`src/rtl/unpk_pkg.sv`:
```
// Package: shared constants and helpers for the unpack address generator.
// Assumes four lanes of 32 bits each; element width is LANE_W >> vl.
package unpk_pkg;
    localparam int LANES  = 4;
    localparam int LANE_W = 32;
    localparam int PK_W   = LANES * LANE_W;

    // Address pattern chosen from the cycle and write lengths.
    typedef enum logic {
        PAT_SKIP = 1'b0,
        PAT_FILL = 1'b1
    } pat_e;
endpackage

```
`src/rtl/unpk_count.sv`:
```
// unpk_count: combinational operand-word count for one unpack command.
// Assumes wl==0 means 256 (skip pattern), so division by wl only occurs
// in the fill pattern where wl > cl >= 0 and wl is nonzero.
module unpk_count #(
    parameter int NUM_W = 8,
    parameter int OPW_W = 10
) (
    input  logic [NUM_W-1:0] num,
    input  logic [NUM_W-1:0] cl,
    input  logic [NUM_W-1:0] wl,
    input  logic [1:0]       vl,
    input  logic [1:0]       vn,
    output logic [OPW_W-1:0] words
);
    import unpk_pkg::*;

    localparam int NB = NUM_W + 8;

    logic             skip;
    logic [NUM_W-1:0] wl_div;
    logic [NUM_W-1:0] quo;
    logic [NUM_W-1:0] rem;
    logic [NUM_W-1:0] tail;
    logic [2*NUM_W-1:0] n_full;
    logic [NB-1:0]    bits;
    logic [NB-1:0]    ew;

    // Input vector count n from the cyclic pattern.
    always_comb begin
        skip   = (wl == '0) || (wl <= cl);
        wl_div = (wl == '0) ? NUM_W'(1) : wl;
        quo    = num / wl_div;
        rem    = num % wl_div;
        tail   = (rem < cl) ? rem : cl;
        if (skip)
            n_full = (2*NUM_W)'(num);
        else
            n_full = (2*NUM_W)'(cl) * (2*NUM_W)'(quo) + (2*NUM_W)'(tail);
    end

    // Bits consumed, rounded up to whole 32-bit words.
    always_comb begin
        ew    = NB'(LANE_W) >> vl;
        bits  = ew * (NB'(vn) + NB'(1)) * NB'(n_full);
        words = OPW_W'((bits + NB'(31)) >> 5);
    end
endmodule

```
`src/rtl/unpk_lane.sv`:
```
// unpk_lane: widens packed elements into LANES 32-bit lanes.
// Assumes element i sits at bit i*E of the packed word, E = LANE_W >> vl.
module unpk_lane (
    input  logic [1:0]               vl,
    input  logic [1:0]               vn,
    input  logic                     usn,
    input  logic                     blank,
    input  logic [unpk_pkg::PK_W-1:0] pkd,
    output logic [unpk_pkg::PK_W-1:0] lanes
);
    import unpk_pkg::*;

    localparam int W1 = LANE_W / 2;
    localparam int W2 = LANE_W / 4;
    localparam int W3 = LANE_W / 8;

    for (genvar i = 0; i < LANES; i++) begin : g_lane
        logic [LANE_W-1:0] ext;

        // Pick the element at the coded width and extend it to a lane.
        always_comb begin
            unique case (vl)
                2'd0: ext = pkd[LANE_W*i +: LANE_W];
                2'd1: ext = usn ? LANE_W'(pkd[W1*i +: W1])
                                : {{(LANE_W-W1){pkd[W1*i+W1-1]}}, pkd[W1*i +: W1]};
                2'd2: ext = usn ? LANE_W'(pkd[W2*i +: W2])
                                : {{(LANE_W-W2){pkd[W2*i+W2-1]}}, pkd[W2*i +: W2]};
                default: ext = usn ? LANE_W'(pkd[W3*i +: W3])
                                   : {{(LANE_W-W3){pkd[W3*i+W3-1]}}, pkd[W3*i +: W3]};
            endcase
        end

        // Zero lanes past the component count or when blanked.
        assign lanes[LANE_W*i +: LANE_W] =
            (blank || (i > int'(vn))) ? '0 : ext;
    end
endmodule

```
`src/rtl/unpk_seq.sv`:
```
// unpk_seq: captures the command and walks the output vectors, one per
// cycle, producing address, filler flag and the done pulse.
// Assumes mem_base + mem_size fits in ADDR_W bits; k/wl and k%wl are kept
// as running counters so no divider sits on the per-vector path.
module unpk_seq #(
    parameter int NUM_W  = 8,
    parameter int IMM_W  = 10,
    parameter int TOP_W  = 10,
    parameter int ADDR_W = 24
) (
    input  logic              clk,
    input  logic              rst_n,
    input  logic              start,
    input  logic [NUM_W-1:0]  count,
    input  logic [IMM_W-1:0]  imm,
    input  logic [NUM_W-1:0]  cl,
    input  logic [NUM_W-1:0]  wl,
    input  logic [1:0]        vl,
    input  logic [1:0]        vn,
    input  logic              usn,
    input  logic              dbuf,
    input  logic [TOP_W-1:0]  dbl_top,
    input  logic [ADDR_W-1:0] mem_base,
    input  logic [ADDR_W-1:0] mem_size,
    output logic              busy,
    output logic              accept,
    output logic              done,
    output logic [ADDR_W-1:0] addr,
    output logic              fill,
    output logic [1:0]        c_vl,
    output logic [1:0]        c_vn,
    output logic              c_usn
);
    import unpk_pkg::*;

    localparam int CYC_W = 2 * NUM_W;

    logic [NUM_W-1:0]  c_count, c_cl, c_wl;
    logic [IMM_W-1:0]  c_imm;
    logic              c_dbuf;
    logic [TOP_W-1:0]  c_top;
    logic [ADDR_W-1:0] c_base, c_size;
    pat_e              c_pat;

    logic [NUM_W-1:0]  k;
    logic [NUM_W-1:0]  pos;
    logic [CYC_W-1:0]  cyc;
    logic [NUM_W-1:0]  pos_last;
    logic [ADDR_W-1:0] offs;
    logic [ADDR_W-1:0] rel;
    logic [ADDR_W-1:0] rel_w;

    assign accept   = start && !busy;
    assign pos_last = (c_wl == '0) ? {NUM_W{1'b1}} : c_wl - NUM_W'(1);

    // Capture the command on an accepted start and step the vector counters.
    always_ff @(posedge clk) begin
        if (!rst_n) begin
            busy    <= 1'b0;
            done    <= 1'b0;
            k       <= '0;
            pos     <= '0;
            cyc     <= '0;
            c_count <= '0;
            c_cl    <= '0;
            c_wl    <= '0;
            c_imm   <= '0;
            c_vl    <= '0;
            c_vn    <= '0;
            c_usn   <= 1'b0;
            c_dbuf  <= 1'b0;
            c_top   <= '0;
            c_base  <= '0;
            c_size  <= '0;
            c_pat   <= PAT_SKIP;
        end else begin
            done <= 1'b0;
            if (accept) begin
                c_count <= count;
                c_cl    <= cl;
                c_wl    <= wl;
                c_imm   <= imm;
                c_vl    <= vl;
                c_vn    <= vn;
                c_usn   <= usn;
                c_dbuf  <= dbuf;
                c_top   <= dbl_top;
                c_base  <= mem_base;
                c_size  <= mem_size;
                c_pat   <= ((wl == '0) || (wl <= cl)) ? PAT_SKIP : PAT_FILL;
                k       <= '0;
                pos     <= '0;
                cyc     <= '0;
                if (count != '0)
                    busy <= 1'b1;
                else
                    done <= 1'b1;
            end else if (busy) begin
                if (k == c_count - NUM_W'(1)) begin
                    busy <= 1'b0;
                    done <= 1'b1;
                end else begin
                    k <= k + NUM_W'(1);
                end
                if (pos == pos_last) begin
                    pos <= '0;
                    cyc <= cyc + CYC_W'(c_cl);
                end else begin
                    pos <= pos + NUM_W'(1);
                end
            end
        end
    end

    // Slot offset: cyclic or linear term, then the double-buffer top.
    always_comb begin
        offs = ADDR_W'(c_imm)
             + ((c_pat == PAT_SKIP) ? ADDR_W'(cyc) + ADDR_W'(pos) : ADDR_W'(k))
             + (c_dbuf ? ADDR_W'(c_top) : '0);
        rel   = offs << 4;
        rel_w = (c_size == '0) ? rel : rel % c_size;
        addr  = c_base + rel_w;
        fill  = busy && (c_pat == PAT_FILL) && (pos >= c_cl);
    end

    // the address stays inside the window while a vector is presented.
    a_r7_addr_in_window: assert property (@(posedge clk) disable iff (!rst_n)
        (busy && c_size != '0) |-> (addr >= c_base) && ((addr - c_base) < c_size));

    // filler is flagged only in the fill pattern with cl below wl.
    a_r5_fill_pattern: assert property (@(posedge clk) disable iff (!rst_n)
        fill |-> (busy && (c_cl < c_wl)));

    // captured fields do not move while a command runs.
    a_r10_cfg_held: assert property (@(posedge clk) disable iff (!rst_n)
        busy |=> ($stable(c_cl) && $stable(c_wl) && $stable(c_imm) && $stable(c_base)));

    // the vector index never runs past the command count.
    a_r3_index_bound: assert property (@(posedge clk) disable iff (!rst_n)
        busy |-> (k < c_count));
endmodule

```
`src/rtl/unpk_addr_gen.sv`:
```
// unpk_addr_gen: top of the cyclic unpack write-address generator.
// Reports the operand word count of each command, then presents one output
// vector per cycle with address, filler flag and expanded lanes.
// Assumes pkd_vec holds the current input vector during each valid cycle.
module unpk_addr_gen #(
    parameter int NUM_W  = 8,
    parameter int IMM_W  = 10,
    parameter int TOP_W  = 10,
    parameter int ADDR_W = 24,
    localparam int OPW_W = $clog2(((1 << NUM_W) - 1) * unpk_pkg::LANES + 1)
) (
    input  logic                       clk,
    input  logic                       rst_n,
    input  logic                       start,
    input  logic [NUM_W-1:0]           count,
    input  logic [IMM_W-1:0]           imm,
    input  logic [NUM_W-1:0]           cl,
    input  logic [NUM_W-1:0]           wl,
    input  logic [1:0]                 vl,
    input  logic [1:0]                 vn,
    input  logic                       usn,
    input  logic                       dbuf,
    input  logic [TOP_W-1:0]           dbl_top,
    input  logic [ADDR_W-1:0]          mem_base,
    input  logic [ADDR_W-1:0]          mem_size,
    input  logic [unpk_pkg::PK_W-1:0]  pkd_vec,
    output logic [OPW_W-1:0]           op_words,
    output logic                       vec_valid,
    output logic [ADDR_W-1:0]          vec_addr,
    output logic                       vec_fill,
    output logic [unpk_pkg::PK_W-1:0]  lanes,
    output logic                       done
);
    import unpk_pkg::*;

    logic [OPW_W-1:0] words_c;
    logic             busy, accept;
    logic [1:0]       c_vl, c_vn;
    logic             c_usn;

    unpk_count #(.NUM_W(NUM_W), .OPW_W(OPW_W)) u_count (
        .num   (count),
        .cl    (cl),
        .wl    (wl),
        .vl    (vl),
        .vn    (vn),
        .words (words_c)
    );

    unpk_seq #(.NUM_W(NUM_W), .IMM_W(IMM_W), .TOP_W(TOP_W), .ADDR_W(ADDR_W)) u_seq (
        .clk      (clk),
        .rst_n    (rst_n),
        .start    (start),
        .count    (count),
        .imm      (imm),
        .cl       (cl),
        .wl       (wl),
        .vl       (vl),
        .vn       (vn),
        .usn      (usn),
        .dbuf     (dbuf),
        .dbl_top  (dbl_top),
        .mem_base (mem_base),
        .mem_size (mem_size),
        .busy     (busy),
        .accept   (accept),
        .done     (done),
        .addr     (vec_addr),
        .fill     (vec_fill),
        .c_vl     (c_vl),
        .c_vn     (c_vn),
        .c_usn    (c_usn)
    );

    unpk_lane u_lane (
        .vl    (c_vl),
        .vn    (c_vn),
        .usn   (c_usn),
        .blank (!busy || vec_fill),
        .pkd   (pkd_vec),
        .lanes (lanes)
    );

    assign vec_valid = busy;

    // Hold the operand word count of the latest accepted command.
    always_ff @(posedge clk) begin
        if (!rst_n)
            op_words <= '0;
        else if (accept)
            op_words <= words_c;
    end

    // filler vectors carry all-zero lanes.
    a_r9_fill_zero: assert property (@(posedge clk) disable iff (!rst_n)
        (vec_valid && vec_fill) |-> (lanes == '0));

    // done and a valid vector never share a cycle.
    a_r3_done_excl: assert property (@(posedge clk) disable iff (!rst_n)
        !(vec_valid && done));

    // done follows directly on the last valid vector.
    a_r3_done_after: assert property (@(posedge clk) disable iff (!rst_n)
        $fell(vec_valid) |-> done);

    // the reported word count holds while a command runs.
    a_r2_words_held: assert property (@(posedge clk) disable iff (!rst_n)
        vec_valid |=> $stable(op_words));
endmodule

```
`config.mk`:
```
export PLATFORM = sky130hd
export DESIGN_NAME = unpk_addr_gen
export DESIGN_NICKNAME = d
export VERILOG_FILES = /design/src/rtl/unpk_pkg.sv /design/src/rtl/unpk_count.sv /design/src/rtl/unpk_lane.sv /design/src/rtl/unpk_seq.sv /design/src/rtl/unpk_addr_gen.sv
export SDC_FILE = /design/constraint.sdc
export NUM_CORES = 2
export LEC_CHECK = 0
export BUFFER_PORTS_ARGS = -buffer_cell sky130_fd_sc_hd__buf_4
export CORE_MARGIN = 2
export CORE_UTILIZATION = 35
export CTS_BUF_LIST = sky130_fd_sc_hd__clkbuf_2
export CTS_CLUSTER_SIZE = 25
export DETAILED_ROUTE_END_ITERATION = 8
export GPL_TIMING_DRIVEN = 0
export PLACE_DENSITY_LB_ADDON = 0.05
export SYNTH_ARGS = -nofsm -noshare
export SYNTH_HDL_FRONTEND = slang
export SYNTH_SLANG_ARGS = --single-unit
```
`constraint.sdc`:
```
create_clock -name clk -period 66.1 [get_ports clk]
set_input_delay 9.915 -clock clk [delete_from_list [all_inputs] [get_ports clk]]
set_output_delay 9.915 -clock clk [all_outputs]
set_load 0.1 [all_outputs]
```
## Word level (Yosys, flattened, before mapping)

Cells that the tools add are included.

| word-level totals | value |
|---|---|
| flip-flop bits (word level) | 143 |
| output and inout port bits | 165 |
| input port bits | 229 |
| word-level logic and storage cells | 104 |

| operators by class | value |
|---|---|
| mux-type cells | 37 |
| div/mod/pow operators | 3 |
| reduce and logical (&&, ||, !) cells | 17 |
| equal/unequal tests | 5 |
| magnitude comparators | 6 |
| shifts and indexed selects | 1 |
| multiply operators | 3 |
| add/subtract/negate cells | 12 |
| bitwise gates (word level) | 2 |

Operator list:

| cell | count |
|---|---|
| 2-to-1 mux 32 bit | 16 |
| one-hot mux 32 bit (3 select lines) | 4 |
| adder 16 x 8 -> 16 bit | 2 |
| 2-to-1 mux 8 bit | 4 |
| adder 24 bit | 1 |
| logical NOT 24 bit | 1 |
| remainder unit 24 x 24 -> 24 bit | 1 |
| 2-to-1 mux 24 bit | 1 |
| adder 10 x 20 -> 20 bit | 1 |
| adder 20 bit | 1 |
| 2-to-1 mux 20 bit | 1 |
| adder 16 x 8 -> 17 bit | 1 |
| adder 8 x 1 -> 8 bit (second input constant) | 2 |
| equality test 8 bit | 2 |
| logical NOT 8 bit | 2 |
| multiplier 16 x 16 -> 15 bit | 1 |
| multiplier 16 x 16 -> 16 bit | 1 |
| multiplier 8 x 8 -> 16 bit | 1 |
| 2-to-1 mux 16 bit | 1 |
| >> shifter 6 x 2 -> 16 bit (first input constant) | 1 |
| subtractor 8 x 1 -> 8 bit (second input constant) | 2 |
| adder 15 x 5 -> 15 bit (second input constant) | 1 |
| 2-to-1 mux 10 bit | 1 |
| 2-to-1 mux 1 bit | 9 |
| other kinds (19) | 28 |

## Longest topological paths before layout

| logic depth | value |
|---|---|
| depth after elaboration | 9 |
| mapped depth | 262 |
| gate-level depth less buffers | 240 |

## By module

From an unflattened synthesis, not the netlist that was laid out.

| unflattened totals | value |
|---|---|
| cell total of the unflattened synthesis | 4909 |
| area total of the unflattened synthesis | 35699.2 um^2 |

By module, submodules not included:

| module | sequential area each (um^2) | instances | cells an instance | area each (um^2) |
|---|---|---|---|---|
| unpk_seq | 2662.6 | 1 | 3661 | 26043.7 |
| unpk_count | 0.0 | 1 | 863 | 7004.2 |
| unpk_lane | 0.0 | 1 | 353 | 2270.9 |
| unpk_addr_gen | 200.2 | 1 | 32 | 380.4 |

## Worst setup path before layout

No wires, ideal clock.

| path | value |
|---|---|
| path kind | flip-flop to output port |
| from | register u_seq.pos[2] |
| to | output port vec_addr[23] |
| arrival time | 51.612 ns |
| stages on the path, launching flop included | 243 |
| data required time | 56.185 ns |
| setup slack | 4.573 ns |
| buffers on the path | 27 |
| cell sequence | dfxtp_1 -> ha_1 -> nor2b_1 -> o21ai_0 -> a21oi_1 -> o41ai_1 -> xnor2_1 -> nand2b_1 -> fa_1 -> inv_1 -> ha_1 -> o21ai_0 -> nor2_1 -> a211o_1 -> inv_1 -> nor2_1 -> nand3_1 -> and2_1 -> [... 207 more ...] -> nor3_1 -> a21oi_1 -> nor2_1 -> ha_1 -> a211o_1 -> a21oi_1 -> o21ai_0 -> a211oi_1 -> a21oi_1 -> a21o_1 -> nand3_1 -> a31oi_1 -> nor4_1 -> o41ai_1 -> a21o_1 -> a21oi_1 -> xor2_1 -> xnor2_1 |

| on the way | value |
|---|---|
| word-level cells in the longest chain between the ends | 7 |

RTL lines:

| element | RTL line | source |
|---|---|---|
| from (decl) | unpk_seq.sv:46 | `logic [NUM_W-1:0] pos;` |
| from (signal assigned) | unpk_seq.sv:109 | `pos <= pos + NUM_W'(1);` |
| adder 16 x 8 -> 17 bit (*) | unpk_seq.sv:118 | `+ ((c_pat == PAT_SKIP) ? ADDR_W'(cyc) + ADDR_W'(pos) : ADDR_W'(k))` |
| 2-to-1 mux 20 bit (*) | unpk_seq.sv:118 |  |
| adder 10 x 20 -> 20 bit (*) | unpk_seq.sv:118 |  |
| adder 20 bit (*) | unpk_seq.sv:119 | `+ (c_dbuf ? ADDR_W'(c_top) : '0);` |
| remainder unit 24 x 24 -> 24 bit | unpk_seq.sv:121 | `rel_w = (c_size == '0) ? rel : rel % c_size;` |
| 2-to-1 mux 24 bit (*) | unpk_seq.sv:121 |  |
| adder 24 bit (*) | unpk_seq.sv:122 | `addr = c_base + rel_w;` |
| to (decl) | unpk_addr_gen.sv:29 | `output logic [ADDR_W-1:0] vec_addr,` |

Every way passes the cells marked *; elsewhere a longest branch is shown, timed or not.

## Final worst setup path

| path | value |
|---|---|
| from | register u_seq.pos[6] |
| to | output port vec_addr[22] |

The elaborated chain is that of the path after synthesis.

==> impl_metrics.yaml <==
floorplan:
  die_area_um2: 101100
  die_w_um: 317.9
  fp-row-count: 115
  io_pins: 394
  die_y_um: 317.9
  fp.coreArea_um2: 97990
  initial_utilization_pct: 35.20
worst_setup_path:
  path_class: "reg -> out"
  critPathRequiredTime_ps: 56190
  crit_fanout: 12
  critPathLaunch: "u_seq.pos[6]"
  slowest_stage: "fa_1"
  crit_top_cell: "ha_1"
  cp-start-kind: "flop"
  crit_arrival_ps: 53730
  slowest_delay_ps: 500
  r2r_slack_ps: 62310
  worstReg2RegStart: "u_seq.c_wl[0]"
  end_kind: "primary output"
yosys:
  async_flop_share_pct: 0
  synth_cells: 4820
  ys.flop_type: "dfxtp_1"
  synth_edf_count: 0
  yosysWarnings: 0
  avgSynthCellArea_um2: 7.157
  synthesis.area_um2: 34490
  synth.distinct_cells: 97
  seq_area_frac_synth_pct: 8.299
  ys_ff_latch: 143
clock_network:
  cts-root-buf: "clkbuf_2"
  cts.sinks: 143
  clkTransAtPathRegs_ps: 280
  numCtsBuffers: 17
  clk_path_buf_depth: 2
  cts_tree: "built"
  clk_latency_ps: 1130
  htreeDepth: 4
  cts_hold_buf: 0
placement:
  io_buffer_count: 388
  place_inst: 6498
  place_congestion: 0.9660
  hpwlAfterDp_um: 125100
final_layout:
  layout_common_cells: "nand2_1 (687), ha_1 (487), buf_4 (485)"
  final_core_util_pct: 42.24
  stdcell_count: 6618
  syn_to_final_growth_pct: 19.99
  final_common_cell: "nand2_1"
  layout-drive-gt1-share_pct: 16.81
  fin_nets: 6130
  fillers: 10550
sta:
  slew_headroom_pct: 5.324
  min_period_ps: 63640
  setup_viol: 0
  worst_pin_slew_ps: 1419
  hold_ws_ps: 478.0
  slew_viol_final: 0
  finalHoldViolations: 0
  fin_skew_ps: 85.05
  max_clock_freq_mhz: 15.71
  min_period_over_period_pct: 96.28
global_route:
  grt_max_degree: 26
  first_global_vias: 35200
  grt_pass1_wl_um: 224100
  grt-ovfl-total: 0
  grt_usage_pct: 28.97
  antenna_found_initial: 19
drt:
  ant_nets: 0
  wire_per_inst_um: 22.86
  drtIter0Drc: 2340
  wirelength_um: 151300
  drcViolationCount: 0
  first_pass_iters: 6
  avgViaCountPerCell: 5.567
  num_vias: 36840
min_path:
  hp-class: "reg -> reg"
  hp-start: "u_seq.c_top[3]"
job:
  drv_cap: 0
run_status:
  status: "finished clean"
-- repair_timing --
action | CTS | global route
endpoints found under the setup margin | 24 | 24
pin swaps | 20 | 54
setup buffers | 38 | 51
gates resized for setup | 192 | 194
-- cells by family (layout without fill, tap and decap cells) --
group | count (synthesis) | after routing | synth area share [%]
multiplexers | 139 | 139 | 4.723
other | 1 | 9 | 0.01087
AND/OR/NAND/NOR | 1719 | 1719 | 22.85
buffers and inverters | 506 | 1009 | 5.561
XOR/XNOR | 335 | 335 | 8.506
AO/OA/AOI/OAI | 1388 | 1388 | 26.58
flip-flops | 143 | 143 | 8.299
adder cells (fa/ha/maj) | 589 | 589 | 23.48
-- area by class of cell --
class                           instances  area [um^2]  area share (%)
Inverter                              324         1216           2.938
Antenna cell                            6        15.01         0.03627
Multi-Input combinational cell       4173        30900           74.64
Timing Repair Buffer                  478         3628           8.766
Clock buffer                           17        85.08          0.2056
Clock inverter                         15        193.9          0.4685
Sequential cell                       143         2879           6.956
Buffer                                175        867.1           2.095
Tap cell                             1287         1610           3.890
-- per-stage QoR --
stage	area, um^2	setup slack, ps	setup TNS [ps]
after detailed placement	39040	-13260	-283330
after floorplan	34500	4573	0
after global placement	39020	-13620	-291650
after global routing	41390	-242.8	-477.3
after CTS	40260	5.826	0
final	41390	2459	0
-- critical path: cells and delay by family (launching register included) --
| kind | cells | cell delay, ps |
|---|---|---|
| compound gates | 129 | 27140 |
| simple gates | 52 | 9060 |
| fa+ha+maj | 25 | 8280 |
| buf+inv | 35 | 5810 |
| mux | 6 | 1440 |
| flops | 1 | 480 |
| xor+xnor | 1 | 210 |
-- cell usage after synthesis (all sizes together) (37+ instances only) --
| cell type | count | share of area [%] |
|---|---|---|
| xor2 | 123 | 3.1 |
| nand2 | 694 | 7.6 |
| fa | 97 | 5.6 |
| a21oi | 396 | 5.8 |
| nor2 | 421 | 4.6 |
| nand3 | 89 | 1.3 |
| nand2b | 46 | 0.86 |
| xnor2 | 212 | 5.4 |
| or3 | 43 | 0.78 |
| nor2b | 75 | 1.4 |
| nor3 | 116 | 1.7 |
| dfxtp | 143 | 8.3 |
| mux2i | 57 | 1.7 |
| a21o | 114 | 2.5 |
| a31oi | 45 | 0.83 |
| o21ai | 231 | 3.4 |
| a21boi | 124 | 2.7 |
| mux2 | 70 | 2.3 |
| o21a | 134 | 2.9 |
| and3 | 44 | 0.80 |
| inv | 324 | 3.5 |
| and2 | 59 | 1.1 |
| ha | 492 | 18 |
| o31ai | 40 | 0.90 |
| o21bai | 37 | 0.81 |
| o211ai | 39 | 0.90 |
| clkbuf | 157 | 1.7 |
-- worst paths after layout --
path	cells past startpoint	to
min	2	u_seq.c_top[3]
max reg2reg	13	u_seq.cyc[13]
min reg2reg	2	u_seq.c_top[3]
max	248	vec_addr[22]
-- layer usage --
metal	vias up	track usage, %	part of all wire [%]
met1	17560	38.21	45
met2	987	48.55	46
met5	-	0	0.061
met3	171	4.356	5.2
met4	14	8.720	2.8
li1	18110	-	-
-- state kept, by name (all words and copies together) (netlist names), 8 cells and up --
signal and cells:
u_seq.c_size 24, u_seq.pos 8, op_words 10, u_seq.c_wl 8, u_seq.k 8, u_seq.c_cl 8, u_seq.c_base 24, u_seq.c_imm 10
u_seq.c_count 8, u_seq.cyc 16, u_seq.c_top 10
Power is left out: the tool's default activity adds up to more than one toggle a clock period on the data nets, which glitch-free logic cannot reach.
